**src/rtl/mshr_merge_pkg.sv**
```systemverilog
package mshr_merge_pkg;
  // Outcome of the add port in one cycle.
  typedef enum logic [1:0] {
    ADD_IDLE  = 2'd0,
    ADD_MERGE = 2'd1,
    ADD_ALLOC = 2'd2,
    ADD_DROP  = 2'd3
  } add_kind_e;
endpackage

```
**src/rtl/mshr_cam.sv**
```systemverilog
// Fully associative compare of one key against every slot tag.
module mshr_cam #(
  parameter int SLOTS  = 4,
  parameter int ADDR_W = 16,
  localparam int IDX_W = (SLOTS > 1) ? $clog2(SLOTS) : 1
) (
  input  logic [SLOTS-1:0]  valid_i,
  input  logic [ADDR_W-1:0] tags_i [SLOTS],
  input  logic [ADDR_W-1:0] key_i,
  output logic [SLOTS-1:0]  match_o,
  output logic              hit_o,
  output logic [IDX_W-1:0]  idx_o
);
  for (genvar g = 0; g < SLOTS; g++) begin : g_cmp
    assign match_o[g] = valid_i[g] && (tags_i[g] == key_i);
  end

  always_comb begin
    idx_o = '0;
    for (int i = 0; i < SLOTS; i++) begin
      if (match_o[i]) idx_o = IDX_W'(i);
    end
  end

  assign hit_o = |match_o;
endmodule

```
**src/rtl/mshr_slot.sv**
```systemverilog
// One slot: tag, sticky atomic flag and an in-order identifier queue.
module mshr_slot #(
  parameter int ADDR_W    = 16,
  parameter int ID_W      = 8,
  parameter int MAX_MERGE = 3,
  localparam int CNT_W = $clog2(MAX_MERGE + 1),
  localparam int PTR_W = (MAX_MERGE > 1) ? $clog2(MAX_MERGE) : 1
) (
  input  logic              clk,
  input  logic              rst,
  input  logic              alloc_i,
  input  logic              merge_i,
  input  logic [ADDR_W-1:0] addr_i,
  input  logic [ID_W-1:0]   id_i,
  input  logic              atomic_i,
  input  logic              pop_i,
  output logic              valid_o,
  output logic [ADDR_W-1:0] addr_o,
  output logic              atomic_o,
  output logic [CNT_W-1:0]  cnt_o,
  output logic              full_o,
  output logic [ID_W-1:0]   head_id_o
);
  localparam logic [CNT_W-1:0] CAP  = CNT_W'(MAX_MERGE);
  localparam logic [PTR_W-1:0] LAST = PTR_W'(MAX_MERGE - 1);

  logic [ID_W-1:0]  id_mem [MAX_MERGE];
  logic [PTR_W-1:0] wr_ptr, rd_ptr;
  logic [CNT_W-1:0] cnt_nxt;
  logic             push;

  assign push    = alloc_i || merge_i;
  assign cnt_nxt = cnt_o + CNT_W'(push) - CNT_W'(pop_i);

  // Storage without reset so it can map to distributed RAM.
  always_ff @(posedge clk) begin
    if (push) id_mem[wr_ptr] <= id_i;
  end

  always_ff @(posedge clk) begin
    if (rst) begin
      valid_o  <= 1'b0;
      addr_o   <= '0;
      atomic_o <= 1'b0;
      cnt_o    <= '0;
      wr_ptr   <= '0;
      rd_ptr   <= '0;
    end else begin
      if (alloc_i) begin
        valid_o  <= 1'b1;
        addr_o   <= addr_i;
        atomic_o <= atomic_i;
      end else if (merge_i) begin
        atomic_o <= atomic_o | atomic_i;
      end
      if (pop_i && !push && cnt_nxt == '0) valid_o <= 1'b0;
      if (push)  wr_ptr <= (wr_ptr == LAST) ? '0 : wr_ptr + 1'b1;
      if (pop_i) rd_ptr <= (rd_ptr == LAST) ? '0 : rd_ptr + 1'b1;
      cnt_o <= cnt_nxt;
    end
  end

  assign full_o    = (cnt_o == CAP);
  assign head_id_o = id_mem[rd_ptr];

  p_no_overflow_r4: assert property (@(posedge clk) disable iff (rst)
    push |-> cnt_o < CAP);
  p_alloc_free_r4: assert property (@(posedge clk) disable iff (rst)
    alloc_i |-> !valid_o);
  p_pop_nonempty_r8: assert property (@(posedge clk) disable iff (rst)
    pop_i |-> (valid_o && cnt_o != '0));
endmodule

```
**src/rtl/mshr_ready_fifo.sv**
```systemverilog
// Response-order queue of slot indices.
module mshr_ready_fifo #(
  parameter int DEPTH = 4,
  parameter int W     = 2,
  localparam int PTR_W = (DEPTH > 1) ? $clog2(DEPTH) : 1,
  localparam int CNT_W = $clog2(DEPTH + 1)
) (
  input  logic         clk,
  input  logic         rst,
  input  logic         push_i,
  input  logic [W-1:0] push_data_i,
  input  logic         pop_i,
  output logic [W-1:0] head_o,
  output logic         nonempty_o
);
  localparam logic [PTR_W-1:0] LAST = PTR_W'(DEPTH - 1);
  localparam logic [CNT_W-1:0] CAP  = CNT_W'(DEPTH);

  logic [W-1:0]     mem [DEPTH];
  logic [PTR_W-1:0] wr_ptr, rd_ptr;
  logic [CNT_W-1:0] cnt;

  always_ff @(posedge clk) begin
    if (push_i) mem[wr_ptr] <= push_data_i;
  end

  always_ff @(posedge clk) begin
    if (rst) begin
      wr_ptr <= '0;
      rd_ptr <= '0;
      cnt    <= '0;
    end else begin
      if (push_i) wr_ptr <= (wr_ptr == LAST) ? '0 : wr_ptr + 1'b1;
      if (pop_i)  rd_ptr <= (rd_ptr == LAST) ? '0 : rd_ptr + 1'b1;
      cnt <= cnt + CNT_W'(push_i) - CNT_W'(pop_i);
    end
  end

  assign head_o     = mem[rd_ptr];
  assign nonempty_o = (cnt != '0);

  p_queue_room_r7: assert property (@(posedge clk) disable iff (rst)
    (push_i && !pop_i) |-> cnt < CAP);
  p_queue_pop_r9: assert property (@(posedge clk) disable iff (rst)
    pop_i |-> nonempty_o);
endmodule

```
**src/rtl/mshr_merge_table.sv**
```systemverilog
module mshr_merge_table
  import mshr_merge_pkg::*;
#(
  parameter int SLOTS     = 4,
  parameter int MAX_MERGE = 3,
  parameter int ADDR_W    = 16,
  parameter int ID_W      = 8,
  localparam int IDX_W = (SLOTS > 1) ? $clog2(SLOTS) : 1,
  localparam int CNT_W = $clog2(MAX_MERGE + 1)
) (
  input  logic              clk,
  input  logic              rst,
  input  logic [ADDR_W-1:0] probe_addr,
  output logic              probe_hit,
  output logic              probe_full,
  input  logic              add_valid,
  input  logic [ADDR_W-1:0] add_addr,
  input  logic [ID_W-1:0]   add_id,
  input  logic              add_atomic,
  input  logic              ready_valid,
  input  logic [ADDR_W-1:0] ready_addr,
  output logic              ready_atomic,
  output logic              ready_err,
  output logic              access_ready,
  input  logic              pop,
  output logic [ID_W-1:0]   pop_id,
  output logic [ADDR_W-1:0] pop_addr
);
  logic [SLOTS-1:0]  s_valid, s_atomic, s_full;
  logic [ADDR_W-1:0] s_addr [SLOTS];
  logic [CNT_W-1:0]  s_cnt  [SLOTS];
  logic [ID_W-1:0]   s_head [SLOTS];
  logic [SLOTS-1:0]  s_alloc, s_merge, s_pop;

  logic [SLOTS-1:0] p_match, a_match, r_match;
  logic             p_hit, a_hit, r_hit;
  logic [IDX_W-1:0] p_idx, a_idx, r_idx;

  logic [IDX_W-1:0] free_idx, q_head;
  logic             any_free, pop_go, q_pop, q_push;
  add_kind_e        add_kind;

  mshr_cam #(.SLOTS(SLOTS), .ADDR_W(ADDR_W)) u_cam_probe (
    .valid_i(s_valid), .tags_i(s_addr), .key_i(probe_addr),
    .match_o(p_match), .hit_o(p_hit), .idx_o(p_idx));
  mshr_cam #(.SLOTS(SLOTS), .ADDR_W(ADDR_W)) u_cam_add (
    .valid_i(s_valid), .tags_i(s_addr), .key_i(add_addr),
    .match_o(a_match), .hit_o(a_hit), .idx_o(a_idx));
  mshr_cam #(.SLOTS(SLOTS), .ADDR_W(ADDR_W)) u_cam_ready (
    .valid_i(s_valid), .tags_i(s_addr), .key_i(ready_addr),
    .match_o(r_match), .hit_o(r_hit), .idx_o(r_idx));

  // Lowest free slot.
  always_comb begin
    free_idx = '0;
    for (int i = SLOTS - 1; i >= 0; i--) begin
      if (!s_valid[i]) free_idx = IDX_W'(i);
    end
  end
  assign any_free = ~&s_valid;

  assign probe_hit  = p_hit;
  assign probe_full = p_hit ? s_full[p_idx] : !any_free;

  always_comb begin
    if (!add_valid)              add_kind = ADD_IDLE;
    else if (a_hit)              add_kind = s_full[a_idx] ? ADD_DROP : ADD_MERGE;
    else                         add_kind = any_free ? ADD_ALLOC : ADD_DROP;
  end

  assign pop_go = pop && access_ready;
  assign q_push = ready_valid && r_hit;

  for (genvar g = 0; g < SLOTS; g++) begin : g_slot
    assign s_alloc[g] = (add_kind == ADD_ALLOC) && (free_idx == IDX_W'(g));
    assign s_merge[g] = (add_kind == ADD_MERGE) && (a_idx == IDX_W'(g));
    assign s_pop[g]   = pop_go && (q_head == IDX_W'(g));

    mshr_slot #(.ADDR_W(ADDR_W), .ID_W(ID_W), .MAX_MERGE(MAX_MERGE)) u_slot (
      .clk(clk), .rst(rst),
      .alloc_i(s_alloc[g]), .merge_i(s_merge[g]),
      .addr_i(add_addr), .id_i(add_id), .atomic_i(add_atomic),
      .pop_i(s_pop[g]),
      .valid_o(s_valid[g]), .addr_o(s_addr[g]), .atomic_o(s_atomic[g]),
      .cnt_o(s_cnt[g]), .full_o(s_full[g]), .head_id_o(s_head[g]));
  end

  // Head line leaves the queue when its last identifier goes and nothing joins.
  assign q_pop = pop_go && (s_cnt[q_head] == CNT_W'(1)) && !s_merge[q_head];

  mshr_ready_fifo #(.DEPTH(SLOTS), .W(IDX_W)) u_rq (
    .clk(clk), .rst(rst),
    .push_i(q_push), .push_data_i(r_idx), .pop_i(q_pop),
    .head_o(q_head), .nonempty_o(access_ready));

  assign pop_id   = s_head[q_head];
  assign pop_addr = s_addr[q_head];

  always_ff @(posedge clk) begin
    if (rst) begin
      ready_atomic <= 1'b0;
      ready_err    <= 1'b0;
    end else begin
      ready_atomic <= q_push && s_atomic[r_idx];
      ready_err    <= ready_valid && !r_hit;
    end
  end

  p_unique_tag_r4: assert property (@(posedge clk) disable iff (rst)
    $onehot0(p_match) && $onehot0(a_match) && $onehot0(r_match));
  p_head_live_r7: assert property (@(posedge clk) disable iff (rst)
    access_ready |-> s_valid[q_head]);
  p_err_cause_r6: assert property (@(posedge clk) disable iff (rst)
    ready_err |-> $past(ready_valid));
  p_release_r9: assert property (@(posedge clk) disable iff (rst)
    q_pop |=> !s_valid[$past(q_head)]);
  p_atomic_src_r5: assert property (@(posedge clk) disable iff (rst)
    ready_atomic |-> !ready_err);
endmodule

```
**config.mk**
```make
export PLATFORM = sky130hd
export DESIGN_NAME = mshr_merge_table
export DESIGN_NICKNAME = d
export VERILOG_FILES = /design/src/rtl/mshr_merge_pkg.sv /design/src/rtl/mshr_cam.sv /design/src/rtl/mshr_slot.sv /design/src/rtl/mshr_ready_fifo.sv /design/src/rtl/mshr_merge_table.sv
export SDC_FILE = /design/constraint.sdc
export NUM_CORES = 1
export LEC_CHECK = 0
export BUFFER_PORTS_ARGS = -buffer_cell sky130_fd_sc_hd__buf_2
export CAP_MARGIN = 20
export CORE_UTILIZATION = 65
export DETAILED_ROUTE_END_ITERATION = 6
export HOLD_SLACK_MARGIN = 0.06
export PLACE_DENSITY = 0.85
export SETUP_SLACK_MARGIN = 0.05
export SYNTH_ARGS = -nofsm -noshare
export SYNTH_HDL_FRONTEND = slang
export SYNTH_SLANG_ARGS = --single-unit
```
**constraint.sdc**
```tcl
create_clock -name clk -period 6.5 [get_ports clk]
set_input_delay 0.325 -clock clk [delete_from_list [all_inputs] [get_ports clk]]
set_output_delay 0.325 -clock clk [all_outputs]
set_load 0.005 [all_outputs]
```
==> Implementation_results.wiki <==
{| class="wikitable"
! Metric !! Value
|-
| CP arrival || 4740 ps
|-
| Clock tree from TritonCTS || done
|-
| Setup Crit Path Kind || reg2reg
|-
| Crit path setup slack, layout || 2140 ps
|-
| Post-CTS setup buffer count || 0
|-
| Total CTS buffers || 22
|-
| Worst vdd rail ir drop || 0.312 mV
|-
| Peak clock frequency supported by timing || 0.229 GHz
|-
| Top cell by count, worst path || sky130_fd_sc_hd__inv_1
|-
| Synthesized area || 11,600 um^2
|-
| Distinct cells, synth || 61
|-
| Sequential-to-total area share from yosys stat || 0.468
|-
| Final global-route overflow total || 0
|-
| Routability congestion estimate from global placement || 1.01
|-
| Post-cts resize count || 0
|-
| Worst Path Buf+Inv || 3
|-
| Total Die Area || 18,400 um^2
|-
| Largest net degree at the start of global routing || 55
|-
| Number of synthesized flops with an enable pin || 104
|-
| Worst Path Required || 6880 ps
|-
| FF+latch count, synth || 219
|-
| Number of I/O port buffers || 90
|-
| Via count || 8,671
|-
| Vertical die dimension || 136 um
|-
| Initial DRC Count || 885
|-
| Transition at the pin with the smallest max-transition slack || 1130 ps
|-
| Area post-placement || 12,000 um^2
|-
| DP Cell Count || 1,349
|-
| Vias/cell || 6.22
|-
| Post-detailed-route wirelength per cell || 23.1 um
|-
| Post-route ant nets || 0
|-
| YS warnings || 0
|-
| Most common library cell in the layout ignoring fill and taps || sky130_fd_sc_hd__xnor2_1
|-
| Total routing usage reported by global routing || 0.357
|-
| Number of diodes || 0
|-
| R2R Setup Slk || 2140 ps
|-
| Area growth from synthesis to layout || 10.3%
|-
| Worst Hold End || ready_err
|-
| Clock latency of the later-clocked register in the worst-skew pair || 510 ps
|-
| Final Instance Area || 12,800 um^2
|-
| Slew margin rel. || 0.243
|-
| Max-capacitance violation count || 0
|-
| Portion of the clock cycle consumed by the worst path in the final layout || 0.671
|-
| Clock network fraction of total power || 0.420
|-
| Std cell rows || 48
|-
| Total clock sinks || 219
|-
| P_sw || 720 uW
|-
| Run status || finished clean
|-
| Vias in the first global route || 8,514
|-
| Clk pin slew, worst setup/hold paths || 60 ps
|-
| Total count of max-transition violations in the final report || 0
|-
| Internal power of the cells || 2320 uW
|-
| Wire length of the first global-routing pass || 48,400 um
|-
| Pre-CTS setup slack || 2180 ps
|-
| RSZ-0062 raised after global routing || false
|-
| Post-CTS Hold Buffers || 0
|-
| Average cell area after synthesis || 10.4 um^2
|-
| Relative contribution of sequential cells to total power || 0.494
|-
| Final routed DRC violation total || 0
|-
| Critical Path Source Type || flop
|-
| Critical R2R Capture || u_rq.cnt[2]
|-
| Cell-by-cell trace of the critical path || mux4_2, inv_1, and3_1, o41ai_1, a31o_2, nand2_1, ha_1, inv_1, ha_1, inv_1, fa_1, xor2_1, xnor2_1, nor2_1
|-
| Slowest cell on the critical path || sky130_fd_sc_hd__mux4_2
|-
| Post-route setup TNS || 0 ps
|-
| Hold Startpoint || ready_valid
|-
| DIE WIDTH || 136 um
|-
| H-tree lvl count || 1
|-
| Total power per unit cell area || 238 nW/um^2
|-
| Worst Skew || 12.9 ps
|-
| Worst reg-to-reg path cell count || 14
|-
| Tmin final || 4360 ps
|-
| NumNets Final || 1,230
|-
| Worst-case clock buffer depth || 3
|-
| Power share of the combinational group || 0.086
|-
| Post-synth top flop || sky130_fd_sc_hd__dfxtp_1
|-
| Final setup viols || 0
|-
| Hpwl dp || 23,700 um
|-
| Non-filler cells in the finished layout || 1,393
|-
| Critical path endpoint category || flop
|-
| Number of instances in the synthesized netlist || 1,112
|-
| WHS Path Cells || 2
|-
| Commonest cells after routing, fill and taps aside || sky130_fd_sc_hd__xnor2_1, sky130_fd_sc_hd__nand2_1, sky130_fd_sc_hd__dfxtp_1
|-
| Asr flop ratio synth || 0
|-
| Fin. Hold Viols || 0
|-
| Effective utilization at floorplan || 0.668
|-
| Static leakage || 0.00438 uW
|-
| Root cell of the clock tree || sky130_fd_sc_hd__clkbuf_16
|-
| Largest stage delay on the critical path || 910 ps
|-
| Ratio of cells with drive above 1 in the final layout || 0.153
|-
| Total wire length after detailed routing || 32,100 um
|-
| Critical path's top delay family || multiplexers
|-
| Net switching fraction of the power || 0.237
|-
| Number of detailed-routing iterations run before antenna repair || 5
|-
| Ports placed on the boundary || 91
|-
| Core region area || 17,400 um^2
|-
| Worst-path fanout max || 23
|-
| Type of the worst min-delay path || in2reg
|-
| Synthesized Nets || 1,190
|-
| Number of antenna violations at the first check in global routing || 0
|}
state kept, by name, indices dropped and copies added (netlist names), 3 cells and up, named ones only:
| name | flops |
|---|---|
| u_rq.mem | 8 |
| u_rq.cnt | 3 |
| g_slot.u_slot.valid_o | 4 |
| g_slot.u_slot.rd_ptr | 8 |
| g_slot.u_slot.atomic_o | 4 |
| g_slot.u_slot.wr_ptr | 8 |
| g_slot.u_slot.id_mem | 96 |
| g_slot.u_slot.addr_o | 64 |
| g_slot.u_slot.cnt_o | 8 |
routing by layer:
| layer | vias to the layer above | share of wire | track usage |
|---|---|---|---|
| met5 | - | 0 | 0 |
| met4 | 0 | 0.038 | 0.133 |
| met3 | 80 | 0.080 | 0.0483 |
| met2 | 458 | 0.49 | 0.611 |
| met1 | 4190 | 0.40 | 0.459 |
| li1 | 3943 | - | - |
worst max-delay path by stage:
stage | start | to | cells after the start
global placement | flop | u_rq.cnt[2] | 14
global route | flop | u_rq.cnt[2] | 14
finish | flop | u_rq.cnt[2] | 14
floorplan | add_addr[3] | u_rq.cnt[2] | 16
CTS | flop | u_rq.cnt[2] | 14
detailed placement | flop | u_rq.cnt[2] | 14
per-stage QoR:
step	hold WS (ps)	util	total power, uW
floorplan	424	-	1700
global placement	438	0.693	1780
detailed placement	459	0.693	1790
CTS	111	0.736	3040
global route	114	0.737	3120
finish	115	0.737	3040
power by group through the flow:
stage / logic (uW) / clock network [uW] / registers [uW]
5_1_grt: 278 / 1340 / 1500
3_5_place_dp: 254 / 0 / 1530
6_report: 263 / 1280 / 1500
4_1_cts: 256 / 1280 / 1500
3_3_place_gp: 253 / 0 / 1530
2_1_floorplan: 178 / 0 / 1520
cells in the mapped netlist (3+ instances only):
cell type / count / area share
sky130_fd_sc_hd__edfxtp_1: 104 / 0.27
sky130_fd_sc_hd__nand2b_1: 3 / 0.0016
sky130_fd_sc_hd__xnor2_1: 170 / 0.13
sky130_fd_sc_hd__mux4_2: 26 / 0.051
sky130_fd_sc_hd__buf_2: 18 / 0.0078
sky130_fd_sc_hd__and3_1: 9 / 0.0049
sky130_fd_sc_hd__nor3b_1: 5 / 0.0032
sky130_fd_sc_hd__a41oi_1: 3 / 0.0023
sky130_fd_sc_hd__mux2i_1: 71 / 0.061
sky130_fd_sc_hd__inv_1: 36 / 0.012
sky130_fd_sc_hd__ha_1: 15 / 0.016
sky130_fd_sc_hd__nor2b_1: 7 / 0.0038
sky130_fd_sc_hd__dfxtp_1: 115 / 0.20
sky130_fd_sc_hd__or4_1: 3 / 0.0019
sky130_fd_sc_hd__nor4_1: 18 / 0.0097
sky130_fd_sc_hd__nand3_1: 24 / 0.010
sky130_fd_sc_hd__buf_6: 4 / 0.0039
sky130_fd_sc_hd__a21oi_1: 49 / 0.021
sky130_fd_sc_hd__clkbuf_1: 61 / 0.020
sky130_fd_sc_hd__nand4_1: 34 / 0.018
sky130_fd_sc_hd__xor2_1: 32 / 0.024
sky130_fd_sc_hd__nor2_1: 62 / 0.020
sky130_fd_sc_hd__o41ai_1: 3 / 0.0023
sky130_fd_sc_hd__nor3_1: 19 / 0.0082
sky130_fd_sc_hd__a31oi_1: 3 / 0.0016
sky130_fd_sc_hd__and2_1: 10 / 0.0054
sky130_fd_sc_hd__o21ai_0: 41 / 0.018
sky130_fd_sc_hd__nand2_1: 125 / 0.040
logic make-up (layout without fill, tap and decap cells):
kind of cell    count (synthesis)  after routing  synth area share
compound gates                117            117            0.0608
xor+xnor                      202            202             0.153
fa+ha+maj                      16             16            0.0179
buf+inv                       123            179            0.0444
flops                         219            219             0.468
mux                            99             99             0.114
simple gates                  336            336             0.143
final cells by class:
cell class / instances / area [um^2]
multi-input cells: 770 / 5680
flip-flops and latches: 219 / 5430
fillers: 1190 / 4570
clock buffers: 30 / 621
repair buffers: 101 / 526
well taps: 225 / 282
inverters: 38 / 143
clock inverters: 10 / 115
(Power assumes the default switching activity.)
